**src/rtl/refmon_pkg.sv**
```systemverilog
package refmon_pkg;

    typedef enum logic [1:0] {
        RATE_8K    = 2'd0,
        RATE_1M544 = 2'd1,
        RATE_2M048 = 2'd2,
        RATE_19M44 = 2'd3
    } rate_e;

    // Phase-hit screening is only meaningful for the megahertz rates.
    function automatic logic rate_is_mhz(input logic [1:0] code);
        return code != RATE_8K;
    endfunction

endpackage

```
**src/rtl/refmon_sync.sv**
```systemverilog
module refmon_sync #(
    parameter int STAGES = 2
) (
    input  logic clk_i,
    input  logic rst_ni,
    input  logic async_i,
    output logic rise_o
);
    logic [STAGES:0] chain_q;

    always_ff @(posedge clk_i) begin
        if (!rst_ni) chain_q <= '0;
        else         chain_q <= {chain_q[STAGES-1:0], async_i};
    end

    assign rise_o = chain_q[STAGES-1] & ~chain_q[STAGES];
endmodule

```
**src/rtl/refmon_limits.sv**
```systemverilog
module refmon_limits #(
    parameter int CW        = 16,
    parameter int PER_8K    = 12500,
    parameter int PER_1M544 = 65,
    parameter int PER_2M048 = 49,
    parameter int PER_19M44 = 5
) (
    input  logic [1:0]  rate_i,
    output logic [CW:0] nom_o,
    output logic [CW:0] lo_o,
    output logic [CW:0] hi_o,
    output logic [CW:0] half_o,
    output logic [CW:0] tmo_o
);
    localparam int W = CW + 1;
    localparam int PER [4] = '{PER_8K, PER_1M544, PER_2M048, PER_19M44};

    logic [CW:0] nom_a  [4];
    logic [CW:0] lo_a   [4];
    logic [CW:0] hi_a   [4];
    logic [CW:0] half_a [4];
    logic [CW:0] tmo_a  [4];

    for (genvar g = 0; g < 4; g++) begin : g_rate
        assign nom_a[g]  = W'(PER[g]);
        assign lo_a[g]   = W'((PER[g] * 97) / 100);
        assign hi_a[g]   = W'((PER[g] * 103) / 100);
        assign half_a[g] = W'(PER[g] / 2);
        assign tmo_a[g]  = W'(2 * PER[g]);
    end

    assign nom_o  = nom_a[rate_i];
    assign lo_o   = lo_a[rate_i];
    assign hi_o   = hi_a[rate_i];
    assign half_o = half_a[rate_i];
    assign tmo_o  = tmo_a[rate_i];
endmodule

```
**src/rtl/ref_fail_monitor.sv**
```systemverilog
module ref_fail_monitor
    import refmon_pkg::*;
#(
    parameter int CW        = 16,
    parameter int PER_8K    = 12500,
    parameter int PER_1M544 = 65,
    parameter int PER_2M048 = 49,
    parameter int PER_19M44 = 5,
    parameter int GOOD_RUN  = 16,
    parameter int BAD_RUN   = 2
) (
    input  logic       clk_i,
    input  logic       rst_ni,
    input  logic       ref_i,
    input  logic [1:0] rate_sel_i,
    output logic       fail_o,
    output logic       fail_pulse_o,
    output logic       ok_pulse_o
);
    localparam int GW = $clog2(GOOD_RUN + 1);
    localparam int BW = $clog2(BAD_RUN + 1);

    typedef struct packed {
        logic [1:0]    rate;
        logic          armed;
        logic [CW-1:0] cnt;
        logic [GW-1:0] good;
        logic [BW-1:0] bad;
        logic          fail;
        logic          fail_pulse;
        logic          ok_pulse;
    } mon_state_t;

    mon_state_t st_d, st_q;

    logic        rise_w;
    logic [CW:0] nom_w, lo_w, hi_w, half_w, tmo_w;
    logic [CW:0] meas_w;
    logic        in_win_w, phase_hit_w;

    refmon_sync #(.STAGES(2)) u_sync (
        .clk_i   (clk_i),
        .rst_ni  (rst_ni),
        .async_i (ref_i),
        .rise_o  (rise_w)
    );

    refmon_limits #(
        .CW(CW), .PER_8K(PER_8K), .PER_1M544(PER_1M544),
        .PER_2M048(PER_2M048), .PER_19M44(PER_19M44)
    ) u_limits (
        .rate_i (st_q.rate),
        .nom_o  (nom_w),
        .lo_o   (lo_w),
        .hi_o   (hi_w),
        .half_o (half_w),
        .tmo_o  (tmo_w)
    );

    assign meas_w      = {1'b0, st_q.cnt} + 1'b1;
    assign in_win_w    = (meas_w >= lo_w) && (meas_w <= hi_w);
    assign phase_hit_w = rate_is_mhz(st_q.rate) &&
                         ((meas_w > nom_w + half_w) || (meas_w + half_w < nom_w));

    always_comb begin
        st_d            = st_q;
        st_d.rate       = rate_sel_i;
        st_d.fail_pulse = 1'b0;
        st_d.ok_pulse   = 1'b0;

        if (st_q.rate != rate_sel_i) begin
            // New rate: discard partial measurement and run counts.
            st_d.armed = 1'b0;
            st_d.cnt   = '0;
            st_d.good  = '0;
            st_d.bad   = '0;
        end else if (rise_w) begin
            st_d.cnt = '0;
            if (!st_q.armed) begin
                st_d.armed = 1'b1;
            end else if (phase_hit_w) begin
                st_d.fail = 1'b1;
                st_d.good = '0;
                st_d.bad  = '0;
            end else if (!in_win_w) begin
                st_d.good = '0;
                if (st_q.bad >= BW'(BAD_RUN - 1)) begin
                    st_d.fail = 1'b1;
                    st_d.bad  = '0;
                end else begin
                    st_d.bad = st_q.bad + 1'b1;
                end
            end else begin
                st_d.bad = '0;
                if (st_q.fail) begin
                    if (st_q.good >= GW'(GOOD_RUN - 1)) begin
                        st_d.fail = 1'b0;
                        st_d.good = '0;
                    end else begin
                        st_d.good = st_q.good + 1'b1;
                    end
                end
            end
        end else if (st_q.armed) begin
            if (meas_w >= tmo_w) begin
                st_d.fail  = 1'b1;
                st_d.armed = 1'b0;
                st_d.cnt   = '0;
                st_d.good  = '0;
                st_d.bad   = '0;
            end else begin
                st_d.cnt = meas_w[CW-1:0];
            end
        end

        st_d.fail_pulse = st_d.fail & ~st_q.fail;
        st_d.ok_pulse   = ~st_d.fail & st_q.fail;
    end

    always_ff @(posedge clk_i) begin
        if (!rst_ni) begin
            st_q      <= '0;
            st_q.fail <= 1'b1;
        end else begin
            st_q <= st_d;
        end
    end

    assign fail_o       = st_q.fail;
    assign fail_pulse_o = st_q.fail_pulse;
    assign ok_pulse_o   = st_q.ok_pulse;
endmodule

```
**config.mk**
```make
export PLATFORM = sky130hd
export DESIGN_NAME = ref_fail_monitor
export DESIGN_NICKNAME = d
export VERILOG_FILES = /design/src/rtl/refmon_pkg.sv /design/src/rtl/refmon_sync.sv /design/src/rtl/refmon_limits.sv /design/src/rtl/ref_fail_monitor.sv
export SDC_FILE = /design/constraint.sdc
export NUM_CORES = 1
export LEC_CHECK = 0
export ABC_AREA = 1
export BUFFER_PORTS_ARGS = -buffer_cell sky130_fd_sc_hd__buf_2
export CELL_PAD_IN_SITES_DETAIL_PLACEMENT = 0
export CELL_PAD_IN_SITES_GLOBAL_PLACEMENT = 2
export CORE_MARGIN = 1
export CORE_UTILIZATION = 37
export CTS_CLUSTER_DIAMETER = 50
export DETAILED_ROUTE_END_ITERATION = 16
export GPL_ROUTABILITY_DRIVEN = 0
export GPL_TIMING_DRIVEN = 0
export PLACE_DENSITY_LB_ADDON = 0.1
export SYNTH_ARGS = -nofsm -noshare
export SYNTH_HDL_FRONTEND = slang
export SYNTH_HIERARCHICAL = 1
export SYNTH_SLANG_ARGS = --single-unit
```
**constraint.sdc**
```tcl
create_clock -name clk_i -period 4.6 [get_ports clk_i]
set_input_delay 0.69 -clock clk_i [delete_from_list [all_inputs] [get_ports clk_i]]
set_output_delay 0.69 -clock clk_i [all_outputs]
set_load 0.005 [all_outputs]
```
Word level (Yosys, flattened, before mapping)
Index checks and enable logic that the tools add are counted.
- flip-flop bits (word level): 32
- input bits: 5
- output and inout port bits: 3
- logic and storage cells: 71
- add/subtract/negate cells: 5
- order comparisons: 8
- equality and inequality tests: 2
- multiplexer cells: 30
- bitwise operators: 8
- reduce and logical (&&, ||, !) cells: 9
- operators by type and width (cell ; count):
    $bmux 17 s2 ; 5
    $mux 17 ; 10
    $mux 25 ; 2
    $add 17x17->17 ; 2
    $ge 17x17->1 ; 2
    $mux 8 ; 4
    $add 16x1->17 const B ; 1
    $gt 17x17->1 ; 1
    $le 17x17->1 ; 1
    $lt 17x17->1 ; 1
    $mux 16 ; 1
    $mux 5 ; 2
    $add 5x1->5 const B ; 1
    $ge 5x4->1 const B ; 1
    $mux 1 ; 5
    $ne 4x3->1 const B ; 1
    $not 1->1 ; 4
    $reduce_bool 2->1 ; 2
    $and 1x1->1 ; 3
    $ge 3x3->1 const B ; 1
    $not 2->3 ; 1
    $reduce_and 3->1 ; 1
    $reduce_or 3->1 ; 1
    $add 2x1->2 const B ; 1
    7 further kinds ; 8

Longest topological paths before layout
Gate-level depths: netlist of the first run.
- word-level depth: 14
- mapped depth: 33
- gate-level depth less buffers: 33

By module
Netlist of the first run, hierarchy kept.
- modules (own cells, without submodules) (module ; instances ; cells an instance ; area an instance (sq um) ; seq. area each (sq um)):
    ref_fail_monitor ; 1 ; 857 ; 5459.0 ; 580.6
    refmon_limits ; 1 ; 91 ; 670.6 ; 0.0
    refmon_sync ; 1 ; 11 ; 92.6 ; 60.1

Worst setup path before layout of the first run
Ideal clock, no wire load.
- path type: register to register
- from: register st_q[10] in the netlist's numbering
- to: register st_q[5] in the netlist's numbering
- library setup time: 0.113 ns
- arrival: 3.755 ns
- required time: 4.487 ns
- path slack: 0.732 ns
- cell stages (with the launch flop): 30
- path buffers: 0
- clock period less this slack: 3.868 ns
- path through: dfxtp_1 > ha_1 > nand2_2 > nor2_2 > nand2_2 > nor3_4 > nand3_2 > o32a_1 > ha_1 > nand2_1 > inv_1 > nand2_1 > nand2_1 > a21oi_1 > nand2_1 > xnor2_1 > ha_1 > nand2_1 > inv_1 > nand3_1 > nor2_1 > nand4_1 > nand3_1 > nand2_1 > nand2_1 > nand4_1 > nand2_2 > nand2_1 > nand2_1 > nor2_1
- longest elaborated chain between the ends: 8
- elaborated cells on any way between the ends: 17
- classes of those cells: add/sub (2); order compare (5); eq/ne (1); mux (4); reduce/logical (5)
- RTL lines (element ; line ; text):
    from (decl) ; ref_fail_monitor.sv:34 ; mon_state_t st_d, st_q;
    from (signal assigned) ; ref_fail_monitor.sv:125 ; st_q <= st_d;
    $add 16x1->17 * ; ref_fail_monitor.sv:60 ; assign meas_w = {1'b0, st_q.cnt} + 1'b1;
    $add 17x17->17 ; ref_fail_monitor.sv:63 ; ((meas_w > nom_w + half_w) || (meas_w + half_w < nom_w));
    $lt 17x17->1 ; ref_fail_monitor.sv:63 ;
    $logic_or 1x1->1 ; ref_fail_monitor.sv:63 ;
    $logic_and 1x1->1 ; ref_fail_monitor.sv:62 ; assign phase_hit_w = rate_is_mhz(st_q.rate) &&
    $mux 8 ; ref_fail_monitor.sv:81 ; end else if (phase_hit_w) begin
    $mux 8 ; ref_fail_monitor.sv:79 ; if (!st_q.armed) begin
    $mux 25 ; ref_fail_monitor.sv:77 ; end else if (rise_w) begin
Every way passes the cells marked *; elsewhere a longest branch is shown, timed or not. The select of a mux whose other input is x is not followed.
A chain may end at the register's enable or synchronous reset.

Final worst setup path of the first run
- from: register st_q[10] in the netlist's numbering
- to: register st_q[9] in the netlist's numbering
Same word-level chain as after synthesis.

==> report_table.html, run 1 <==
<table>
<tr><th>Metric</th><th>Value</th></tr>
<tr><th colspan="2">Synth</th></tr>
<tr><td>Fraction of registers with async set or reset after synthesis</td><td>0</td></tr>
<tr><td>Post-synthesis share of cell area spent on full adders, half adders and majority gates</td><td>0.2658</td></tr>
<tr><td>Count of flip-flops with a built-in enable after synthesis</td><td>0</td></tr>
<tr><td>Synth area leader</td><td>sky130_fd_sc_hd__ha_1</td></tr>
<tr><td>Number of instances in the synthesized netlist</td><td>959</td></tr>
<tr><td>Most instantiated library cell after synthesis</td><td>sky130_fd_sc_hd__nand2_1</td></tr>
<tr><td>Most frequently used flop master after synthesis</td><td>sky130_fd_sc_hd__dfxtp_1</td></tr>
<tr><td>Xor/xnor cell area share of the yosys netlist</td><td>0.05912</td></tr>
<tr><td>Number of register bits inferred by synthesis</td><td>32</td></tr>
<tr><td>Mux contribution to synthesized area</td><td>0</td></tr>
<tr><td>Synth warn</td><td>6</td></tr>
<tr><td>Share of the synthesized area in compound gates (AO/OA/AOI/OAI)</td><td>0.1080</td></tr>
<tr><td>Commonest cells post-synth</td><td>233 x sky130_fd_sc_hd__nand2_1, 169 x sky130_fd_sc_hd__inv_1, 129 x sky130_fd_sc_hd__ha_1, 79 x sky130_fd_sc_hd__a21oi_1, 76 x sky130_fd_sc_hd__buf_4</td></tr>
<tr><td>Simple-gate share of the synthesized area</td><td>0.2602</td></tr>
<tr><td>Leading cell types by total area after synthesis</td><td>sky130_fd_sc_hd__ha_1 26%, sky130_fd_sc_hd__nand2_1 14%, sky130_fd_sc_hd__dfxtp_1 10%</td></tr>
<tr><td>Share of Yosys cell area claimed by the top area cell type</td><td>0.2594</td></tr>
<tr><td>Portion of the post-synthesis area used by sequential elements</td><td>0.1030</td></tr>
<tr><td>Dominant combinational cell family by area after synthesis</td><td>adder cells</td></tr>
<tr><td>Average footprint of a synthesized cell</td><td>6.488 um^2</td></tr>
<tr><td>Cell area after technology mapping</td><td>6222 um^2</td></tr>
<tr><td>Netlist cell types</td><td>45</td></tr>
<tr><th colspan="2">Place</th></tr>
<tr><td>Number of buffers added on ports</td><td>7</td></tr>
<tr><td>Final HPWL from detailed placement</td><td>12.08 mm</td></tr>
<tr><td>Setup Slack @ Placement</td><td>-538.1 ps</td></tr>
<tr><td>Post-detailed-placement cell area</td><td>6679 um^2</td></tr>
<tr><th colspan="2">CTS</th></tr>
<tr><td>Clock transition time at the flip-flop clock pins of the worst setup and hold paths</td><td>50 ps</td></tr>
<tr><td>Clock tree buffer depth</td><td>2</td></tr>
<tr><td>CTS tree</td><td>done</td></tr>
<tr><td>Clock sinks</td><td>32</td></tr>
<tr><td>Clock latency on the worst-skew pair</td><td>280 ps</td></tr>
<tr><td>H-tree Lvls</td><td>2</td></tr>
<tr><td>CTS Hold Buffers Added</td><td>0</td></tr>
<tr><td>CTS root buffer</td><td>sky130_fd_sc_hd__clkbuf_16</td></tr>
<tr><td>Clock buffer count from CTS</td><td>5</td></tr>
<tr><th colspan="2">Critical path</th></tr>
<tr><td>Slowest library cell on the worst path</td><td>sky130_fd_sc_hd__o32a_4</td></tr>
<tr><td>Largest incremental delay on the critical path</td><td>440 ps</td></tr>
<tr><td>Data arrival time of the critical path</td><td>4420 ps</td></tr>
<tr><td>Setup crit end kind</td><td>register</td></tr>
<tr><td>Highest net fanout along the worst path</td><td>8</td></tr>
<tr><td>Critical path's top delay family</td><td>simple AND/OR/NAND/NOR gates</td></tr>
<tr><td>Type of the worst setup path</td><td>register to register</td></tr>
<tr><td>Critical Path Start Type</td><td>register</td></tr>
<tr><td>Bufs and invs on worst path</td><td>2</td></tr>
<tr><td>Data required, critical path</td><td>4770 ps</td></tr>
<tr><th colspan="2">Floorplanning</th></tr>
<tr><td>Die Y-Extent</td><td>131.7 um</td></tr>
<tr><td>Effective utilization at floorplan</td><td>0.3765</td></tr>
<tr><td>Placeable core region</td><td>16,520 um^2</td></tr>
<tr><td>Area enclosed by the die boundary</td><td>17,340 um^2</td></tr>
<tr><td>Number of placement rows</td><td>47</td></tr>
<tr><td>Top-Level Pins</td><td>8</td></tr>
<tr><td>Horizontal extent of the die</td><td>131.7 um</td></tr>
<tr><th colspan="2">Job</th></tr>
<tr><td>Max Cap Violations</td><td>0</td></tr>
<tr><th colspan="2">Drt</th></tr>
<tr><td>Routed vias/inst</td><td>4.350</td></tr>
<tr><td>Detailed-router iteration count before antenna repair</td><td>5</td></tr>
<tr><td>DRC viols</td><td>0</td></tr>
<tr><td>Iter 0 DRT Violations</td><td>282</td></tr>
<tr><td>Total detailed-routing wirelength</td><td>14.35 mm</td></tr>
<tr><td>Total via count after detailed routing</td><td>5,459</td></tr>
<tr><td>WL per Instance</td><td>11.44 um</td></tr>
<tr><td>Post-route ant nets</td><td>0</td></tr>
<tr><th colspan="2">Layout</th></tr>
<tr><td>Fin nets</td><td>1,170</td></tr>
<tr><td>Area taken by multi-input logic gates</td><td>4742 um^2</td></tr>
<tr><td>Post-route cell area</td><td>7301 um^2</td></tr>
<tr><td>Share of layout cells above drive strength 1</td><td>0.1807</td></tr>
<tr><td>Relative area change from synthesis to final layout</td><td>17.33%</td></tr>
<tr><td>Storage element area</td><td>650.6 um^2</td></tr>
<tr><td>Number of filler cells placed in the layout</td><td>1,792</td></tr>
<tr><td>Total inserted antenna cells</td><td>0</td></tr>
<tr><th colspan="2">GRT</th></tr>
<tr><td>Number of antenna violations at the first check in global routing</td><td>0</td></tr>
<tr><td>Vias in the first global route</td><td>4,950</td></tr>
<tr><td>First-pass GRT wire length</td><td>24.12 mm</td></tr>
<tr><td>Total congestion overflow</td><td>0</td></tr>
<tr><td>Maximum number of pins on one net before global-route repair</td><td>22</td></tr>
<tr><td>Total track usage</td><td>0.1709</td></tr>
<tr><th colspan="2">Timing</th></tr>
<tr><td>Final Hold Viols</td><td>0</td></tr>
<tr><td>Slew at the pin with the worst max-slew slack</td><td>556.3 ps</td></tr>
<tr><td>Max-slew headroom at the worst pin</td><td>0.6278</td></tr>
<tr><td>FMAX</td><td>0.2352 GHz</td></tr>
<tr><td>Slew Limit Fails</td><td>0</td></tr>
<tr><td>Setup ws final</td><td>347.7 ps</td></tr>
<tr><td>Crit share post-route</td><td>0.9244</td></tr>
<tr><td>Worst clock skew on the final layout</td><td>5.615 ps</td></tr>
<tr><td>Final count of negative-setup-slack endpoints</td><td>0</td></tr>
<tr><td>Final period demand of the worst path</td><td>4252 ps</td></tr>
<tr><th colspan="2">Run status</th></tr>
<tr><td>Outcome</td><td>finished clean</td></tr>
<tr><th colspan="2">Pwr</th></tr>
<tr><td>Power Internal</td><td>736.9 uW</td></tr>
<tr><td>Sequential Power Share</td><td>0.256</td></tr>
<tr><td>P_leak</td><td>4.051 nW</td></tr>
<tr><td>Max rail drop VDD</td><td>0.1823 mV</td></tr>
<tr><td>Power density normalized to cell area</td><td>152.4 nW/um^2</td></tr>
<tr><td>Switching Share</td><td>0.3376</td></tr>
<tr><td>Switching power</td><td>375.5 uW</td></tr>
<tr><td>Combinational group share of total power</td><td>0.408</td></tr>
<tr><td>Share of power burned in the clock network</td><td>0.337</td></tr>
<tr><th colspan="2">Worst hold path</th></tr>
<tr><td>Min-Delay Path Class</td><td>register to register</td></tr>
</table>
cells in the final DEF, fill, tap and decap left out, drive strengths merged, types with 22 or more instances in the layout:
cell type  count
nand3         29
nand2        237
inv          172
ha           129
nor2          71
dfxtp         32
buf          107
a21oi         80
conb          41
o21ai         23
xor2          22
worst reg2reg max path: cells and delay by family (launching register included):
family	cells	cell delay, ps
AO/OA/AOI/OAI	2	580
flip-flops	1	400
AND/OR/NAND/NOR	20	2120
adder cells (fa/ha/maj)	3	710
XOR/XNOR	1	180
buffers and inverters	2	130
what timing repair did:
item / 4_1_cts / 5_1_grt
pin swaps: 0 / 11
setup endpoints to repair: 10 / 10
resized for setup: 18 / 43
setup buffers: 2 / 20
power groups by stage:
stage	registers (mW)	logic, mW	clock network (mW)
4_1_cts	0.285	0.425	0.386
3_3_place_gp	0.291	0.418	0
3_5_place_dp	0.290	0.418	0
5_1_grt	0.285	0.527	0.396
6_report	0.284	0.454	0.374
2_1_floorplan	0.290	0.347	0
through the flow:
| stage | power (mW) | utilization | hold WS, ps | instances | TNS (ps) |
|---|---|---|---|---|---|
| after floorplan | 0.6371 | - | 390.0 | 998 | 0 |
| after global placement | 0.7086 | 0.4042 | 392.9 | 1225 | -4250 |
| after detailed placement | 0.7084 | 0.4042 | 404.4 | 1225 | -4101 |
| after CTS | 1.095 | 0.4196 | 418.4 | 1235 | 0 |
| after global routing | 1.208 | 0.4418 | 440.6 | 1255 | -112.0 |
| final | 1.112 | 0.4418 | 415.0 | 1255 | 0 |
flip-flops by register name, indices dropped and copies added (netlist names):
register / cells
st_q: 26
u_sync/chain_q: 3
fail_o: 1
fail_pulse_o: 1
ok_pulse_o: 1
final cells by class:
cell class,count,share of cell area
Multi-Input combinational cell,711,0.6495
Inverter,176,0.09152
Sequential cell,32,0.08912
Buffer,79,0.08226
Tap cell,220,0.03770
Timing Repair Buffer,29,0.02742
Clock buffer,6,0.01765
Clock inverter,2,0.004799
path summary, 6_finish.rpt:
kind                                                    from                      endpoint  slack [ps]  depth (start not counted)
worst min-delay path            u_sync/chain_q[0]$_SDFF_PN0_  u_sync/chain_q[1]$_SDFF_PN0_         410                          2
worst min register to register  u_sync/chain_q[0]$_SDFF_PN0_  u_sync/chain_q[1]$_SDFF_PN0_         410                          2
worst max-delay path                   st_q[10]$_SDFFE_PP0P_          st_q[9]$_SDFFE_PP0P_         350                         28
worst max register to register         st_q[10]$_SDFFE_PP0P_          st_q[9]$_SDFFE_PP0P_         350                         28
layer usage:
layer	GRT usage	vias to the layer above	wire length, um
met1	0.2519	2302	7919
met3	0.02045	7	372
met5	0	-	0
met4	0.02326	0	68
li1	-	3097	-
met2	0.2687	53	5991
logic make-up (layout without fill, tap and decap cells):
group,Yosys count,count (layout)
DFF,32,32
other,2,41
adders and majority gates,131,131
buffers and inverters,255,292
xor gates and xnor gates,42,42
and+or+nand+nor,376,376
AOI/OAI and AO/OA,121,121
Power figures use the tool's default switching activity.
==> run 2, diff against run 1 <==
--- a/config.mk
+++ b/config.mk
@@ -5,12 +5,12 @@
 export SDC_FILE = /design/constraint.sdc
 export NUM_CORES = 1
 export LEC_CHECK = 0
-export ABC_AREA = 1
+export ABC_AREA = 0
 export BUFFER_PORTS_ARGS = -buffer_cell sky130_fd_sc_hd__buf_2
 export CELL_PAD_IN_SITES_DETAIL_PLACEMENT = 0
 export CELL_PAD_IN_SITES_GLOBAL_PLACEMENT = 2
 export CORE_MARGIN = 1
-export CORE_UTILIZATION = 37
+export CORE_UTILIZATION = 40
 export CTS_CLUSTER_DIAMETER = 50
 export DETAILED_ROUTE_END_ITERATION = 16
 export GPL_ROUTABILITY_DRIVEN = 0
==> report_table.html, run 2 <==
<table>
<tr><th>Metric</th><th>Value</th></tr>
<tr><th colspan="2">Drt</th></tr>
<tr><td>Routed vias/inst</td><td>5.009 (was 4.350)</td></tr>
<tr><td>WL per Instance</td><td>14.35 um (was 11.44 um)</td></tr>
<tr><td>Highest routed layer</td><td>met4 (unchanged)</td></tr>
<tr><td>Detailed-router iteration count before antenna repair</td><td>4 (was 5)</td></tr>
<tr><td>Met2 WL</td><td>7.481 mm (was 5.991 mm)</td></tr>
<tr><td>Total via count after detailed routing</td><td>5,134 (was 5,459)</td></tr>
<tr><td>Met3 layer wire length in the routed design</td><td>138 um (was 372 um)</td></tr>
<tr><td>Sum of routed wire segments on met1</td><td>6.885 mm (was 7.919 mm)</td></tr>
<tr><td>Iter 0 DRT Violations</td><td>148 (was 282)</td></tr>
<tr><td>DRC viols</td><td>0 (unchanged)</td></tr>
<tr><td>Total detailed-routing wirelength</td><td>14.71 mm (was 14.35 mm)</td></tr>
<tr><td>Post-route ant nets</td><td>0 (unchanged)</td></tr>
<tr><th colspan="2">Critical path</th></tr>
<tr><td>Bufs and invs on worst path</td><td>1 (was 2)</td></tr>
<tr><td>Slowest library cell on the worst path</td><td>sky130_fd_sc_hd__dfxtp_4 (was sky130_fd_sc_hd__o32a_4)</td></tr>
<tr><td>Data required, critical path</td><td>4760 ps (was 4770 ps)</td></tr>
<tr><td>Largest incremental delay on the critical path</td><td>400 ps (was 440 ps)</td></tr>
<tr><td>Highest net fanout along the worst path</td><td>9 (was 8)</td></tr>
<tr><td>Setup crit end kind</td><td>register (unchanged)</td></tr>
<tr><td>Number of cells on the worst reg-to-reg path</td><td>18 (was 28)</td></tr>
<tr><td>Cells along the critical path</td><td>ha_4 -&gt; and3_4 -&gt; nand4_1 -&gt; nor2_2 -&gt; xor2_2 -&gt; ha_4 -&gt; a21boi_2 -&gt; o31ai_2 -&gt; a21boi_2 -&gt; ha_1 -&gt; a21o_1 -&gt; a21oi_2 -&gt; o211ai_1 -&gt; a311oi_4 -&gt; buf_6 -&gt; nor3_4 -&gt; a32oi_1 -&gt; mux2i_1</td></tr>
<tr><td>Critical path's top delay family</td><td>compound AO/OA/AOI/OAI gates (was simple AND/OR/NAND/NOR gates)</td></tr>
<tr><td>Type of the worst setup path</td><td>register to register (unchanged)</td></tr>
<tr><td>Count of cell instances traversed by the critical path</td><td>18 (was 28)</td></tr>
<tr><td>Critical Path Start Type</td><td>register (unchanged)</td></tr>
<tr><td>Data arrival time of the critical path</td><td>4620 ps (was 4420 ps)</td></tr>
<tr><th colspan="2">Synth</th></tr>
<tr><td>Most instantiated library cell after synthesis</td><td>sky130_fd_sc_hd__ha_1 (was sky130_fd_sc_hd__nand2_1)</td></tr>
<tr><td>Leading cell types by total area after synthesis</td><td>sky130_fd_sc_hd__ha_1 27%, sky130_fd_sc_hd__dfxtp_1 11%, sky130_fd_sc_hd__buf_4 9.7% (was sky130_fd_sc_hd__ha_1 26%, sky130_fd_sc_hd__nand2_1 14%, sky130_fd_sc_hd__dfxtp_1 10%)</td></tr>
<tr><td>Synth warn</td><td>6 (unchanged)</td></tr>
<tr><td>Average footprint of a synthesized cell</td><td>7.760 um^2 (was 6.488 um^2)</td></tr>
<tr><td>Synth area leader</td><td>sky130_fd_sc_hd__ha_1 (unchanged)</td></tr>
<tr><td>Fraction of registers with async set or reset after synthesis</td><td>0 (unchanged)</td></tr>
<tr><td>Most frequently used flop master after synthesis</td><td>sky130_fd_sc_hd__dfxtp_1 (unchanged)</td></tr>
<tr><td>Count of flip-flops with a built-in enable after synthesis</td><td>0 (unchanged)</td></tr>
<tr><td>Share of Yosys cell area claimed by the top area cell type</td><td>0.2733 (was 0.2594)</td></tr>
<tr><td>Number of register bits inferred by synthesis</td><td>32 (unchanged)</td></tr>
<tr><td>Portion of the post-synthesis area used by sequential elements</td><td>0.1085 (was 0.1030)</td></tr>
<tr><td>Commonest cells post-synth</td><td>129 x sky130_fd_sc_hd__ha_1, 89 x sky130_fd_sc_hd__inv_1, 76 x sky130_fd_sc_hd__buf_4, 58 x sky130_fd_sc_hd__a21oi_1, 46 x sky130_fd_sc_hd__nand2_1 (was 233 x sky130_fd_sc_hd__nand2_1, 169 x sky130_fd_sc_hd__inv_1, 129 x sky130_fd_sc_hd__ha_1, 79 x sky130_fd_sc_hd__a21oi_1, 76 x sky130_fd_sc_hd__buf_4)</td></tr>
<tr><td>Cell area after technology mapping</td><td>5906 um^2 (was 6222 um^2)</td></tr>
<tr><td>Netlist cell types</td><td>68 (was 45)</td></tr>
<tr><td>Number of instances in the synthesized netlist</td><td>761 (was 959)</td></tr>
<tr><th colspan="2">CTS</th></tr>
<tr><td>Clock tree buffer depth</td><td>2 (unchanged)</td></tr>
<tr><td>CTS root buffer</td><td>sky130_fd_sc_hd__clkbuf_16 (unchanged)</td></tr>
<tr><td>Clock sinks</td><td>32 (unchanged)</td></tr>
<tr><td>CTS tree</td><td>done (unchanged)</td></tr>
<tr><td>H-tree Lvls</td><td>2 (unchanged)</td></tr>
<tr><td>Clock latency on the worst-skew pair</td><td>280 ps (about the same)</td></tr>
<tr><td>CTS Hold Buffers Added</td><td>0 (unchanged)</td></tr>
<tr><td>Clock transition time at the flip-flop clock pins of the worst setup and hold paths</td><td>60 ps (was 50 ps)</td></tr>
<tr><td>Clock buffer count from CTS</td><td>5 (unchanged)</td></tr>
<tr><th colspan="2">GRT</th></tr>
<tr><td>Number of antenna violations at the first check in global routing</td><td>0 (unchanged)</td></tr>
<tr><td>Total congestion overflow</td><td>0 (unchanged)</td></tr>
<tr><td>Total track usage</td><td>0.2019 (was 0.1709)</td></tr>
<tr><td>Vias in the first global route</td><td>4,980 (was 4,950)</td></tr>
<tr><td>Maximum number of pins on one net before global-route repair</td><td>13 (was 22)</td></tr>
<tr><td>First-pass GRT wire length</td><td>23.80 mm (was 24.12 mm)</td></tr>
<tr><th colspan="2">Timing</th></tr>
<tr><td>Final Hold Viols</td><td>0 (unchanged)</td></tr>
<tr><td>Slew at the pin with the worst max-slew slack</td><td>816.9 ps (was 556.3 ps)</td></tr>
<tr><td>Max-slew headroom at the worst pin</td><td>0.4554 (was 0.6278)</td></tr>
<tr><td>Worst clock skew on the final layout</td><td>5.013 ps (was 5.615 ps)</td></tr>
<tr><td>Slew Limit Fails</td><td>0 (unchanged)</td></tr>
<tr><td>Crit share post-route</td><td>0.9694 (was 0.9244)</td></tr>
<tr><td>Hold Worst Slack</td><td>441.7 ps (was 415.0 ps)</td></tr>
<tr><td>Final count of negative-setup-slack endpoints</td><td>0 (unchanged)</td></tr>
<tr><td>Final period demand of the worst path</td><td>4459 ps (was 4252 ps)</td></tr>
<tr><td>FMAX</td><td>0.2242 GHz (was 0.2352 GHz)</td></tr>
<tr><th colspan="2">Layout</th></tr>
<tr><td>Total inserted antenna cells</td><td>0 (unchanged)</td></tr>
<tr><td>Share of layout cells above drive strength 1</td><td>0.2402 (was 0.1807)</td></tr>
<tr><td>Post-route cell area</td><td>7178 um^2 (was 7301 um^2)</td></tr>
<tr><td>Largest register FFs</td><td>26 (unchanged)</td></tr>
<tr><td>Non-filler instance count after layout</td><td>1,025 (was 1,255)</td></tr>
<tr><td>Number of filler cells placed in the layout</td><td>1,427 (was 1,792)</td></tr>
<tr><td>Top Registers</td><td>st_q (26), u_sync/chain_q (3) (unchanged)</td></tr>
<tr><td>Fin nets</td><td>976 (was 1,170)</td></tr>
<tr><td>Leading cell types in the layout, fill and taps excluded</td><td>120 x sky130_fd_sc_hd__ha_1, 102 x sky130_fd_sc_hd__buf_4, 86 x sky130_fd_sc_hd__inv_1 (was 228 x sky130_fd_sc_hd__nand2_1, 163 x sky130_fd_sc_hd__inv_1, 119 x sky130_fd_sc_hd__ha_1)</td></tr>
<tr><td>Leading cell type in the layout, fill and taps excluded</td><td>sky130_fd_sc_hd__ha_1 (was sky130_fd_sc_hd__nand2_1)</td></tr>
<tr><td>Relative area change from synthesis to final layout</td><td>21.55% (was 17.33%)</td></tr>
<tr><td>Most flop-heavy register</td><td>st_q (unchanged)</td></tr>
<tr><th colspan="2">Floorplanning</th></tr>
<tr><td>Placeable core region</td><td>14,480 um^2 (was 16,520 um^2)</td></tr>
<tr><td>Horizontal extent of the die</td><td>123.5 um (was 131.7 um)</td></tr>
<tr><td>Die Y-Extent</td><td>123.5 um (was 131.7 um)</td></tr>
<tr><td>Top-Level Pins</td><td>8 (unchanged)</td></tr>
<tr><td>Area enclosed by the die boundary</td><td>15,250 um^2 (was 17,340 um^2)</td></tr>
<tr><td>Number of placement rows</td><td>44 (was 47)</td></tr>
<tr><td>Effective utilization at floorplan</td><td>0.4079 (was 0.3765)</td></tr>
<tr><th colspan="2">Worst hold path</th></tr>
<tr><td>Depth of the worst hold-timing path</td><td>1 (was 2)</td></tr>
<tr><td>Min-Delay Path Class</td><td>register to register (unchanged)</td></tr>
<tr><th colspan="2">Pwr</th></tr>
<tr><td>Total power</td><td>1.109 mW (was 1.112 mW)</td></tr>
<tr><td>Switching power</td><td>367.1 uW (was 375.5 uW)</td></tr>
<tr><td>Power density normalized to cell area</td><td>154.5 nW/um^2 (was 152.4 nW/um^2)</td></tr>
<tr><td>Sequential Power Share</td><td>0.253 (was 0.256)</td></tr>
<tr><td>Combinational group share of total power</td><td>0.403 (was 0.408)</td></tr>
<tr><td>Switching Share</td><td>0.3311 (was 0.3376)</td></tr>
<tr><td>P_leak</td><td>3.486 nW (was 4.051 nW)</td></tr>
<tr><td>Power Internal</td><td>741.6 uW (was 736.9 uW)</td></tr>
<tr><td>Max rail drop VDD</td><td>0.2927 mV (was 0.1823 mV)</td></tr>
<tr><td>Share of power burned in the clock network</td><td>0.343 (was 0.337)</td></tr>
<tr><th colspan="2">Place</th></tr>
<tr><td>Post-detailed-placement cell area</td><td>6317 um^2 (was 6679 um^2)</td></tr>
<tr><td>Cell Count Post-Placement</td><td>991 (was 1,225)</td></tr>
<tr><td>Number of buffers added on ports</td><td>7 (unchanged)</td></tr>
<tr><td>Final HPWL from detailed placement</td><td>11.63 mm (was 12.08 mm)</td></tr>
<tr><th colspan="2">Run status</th></tr>
<tr><td>Outcome</td><td>finished clean (unchanged)</td></tr>
<tr><th colspan="2">Job</th></tr>
<tr><td>Max Cap Violations</td><td>0 (unchanged)</td></tr>
</table>
## run 2: final cells by class
class | count | area [um^2] | share of cell area
Inverter | 89 | 341.6 | 0.04759
Multi-Input combinational cell | 594 | 4923 | 0.6859
Tap cell | 184 | 230.2 | 0.03207
Clock buffer | 5 | 125.1 | 0.01743
Sequential cell | 32 | 664.4 | 0.09256
Timing Repair Buffer | 34 | 241.5 | 0.03364
Buffer | 84 | 609.3 | 0.08489
Clock inverter | 3 | 42.54 | 0.005926
## run 2: kinds of logic (layout without fill, tap and decap cells)
group / Yosys count / count (layout) / synth area share
flops: 32 / 32 / 0.1085
compound gates: 169 / 169 / 0.1958
buf+inv: 174 / 215 / 0.1593
other cells: 2 / 41 / 0.001272
mux: 2 / 2 / 0.003390
xor+xnor: 44 / 44 / 0.06525
simple gates: 207 / 207 / 0.1864
fa+ha+maj: 131 / 131 / 0.2801
## run 2: metrics by stage
step	setup TNS, ps	setup slack [ps]	util
after floorplan	0	103.8	-
after global placement	-10630	-1157	0.4363
after detailed placement	-10610	-1161	0.4363
after CTS	0	9.549	0.4685
after global routing	-280.0	-74.66	0.4958
final	0	140.5	0.4958
## run 2: power by group through the flow
| stage | logic [mW] | registers [mW] | clock network [mW] |
|---|---|---|---|
| after detailed placement | 0.404 | 0.288 | 0 |
| after global placement | 0.398 | 0.288 | 0 |
| after global routing | 0.511 | 0.281 | 0.397 |
| after CTS | 0.415 | 0.282 | 0.390 |
| after floorplan | 0.332 | 0.287 | 0 |
| final | 0.447 | 0.281 | 0.381 |
## run 2: per-layer routing
layer  GRT usage  vias up
li1            -     2732
met1      0.2485     2356
met2      0.3823       35
met3     0.01153       11
met4     0.04217        0
met5           0        -
## run 2: repair_timing
item / in CTS / in global routing
endpoints found under the hold margin: 0 / 0
pin swaps: 8 / 21
gates resized for setup: 45 / 53
endpoints found under the setup margin: 10 / 11
gates cloned: 0 / 0
setup buffers: 10 / 19
## run 2: final timing paths
kind                           startpoint                            to  slack, ps
max                 st_q[10]$_SDFFE_PP0P_          st_q[7]$_SDFFE_PP0P_        140
max reg2reg         st_q[10]$_SDFFE_PP0P_          st_q[7]$_SDFFE_PP0P_        140
min reg2reg  u_sync/chain_q[0]$_SDFF_PN0_  u_sync/chain_q[1]$_SDFF_PN0_        440
min          u_sync/chain_q[0]$_SDFF_PN0_  u_sync/chain_q[1]$_SDFF_PN0_        440
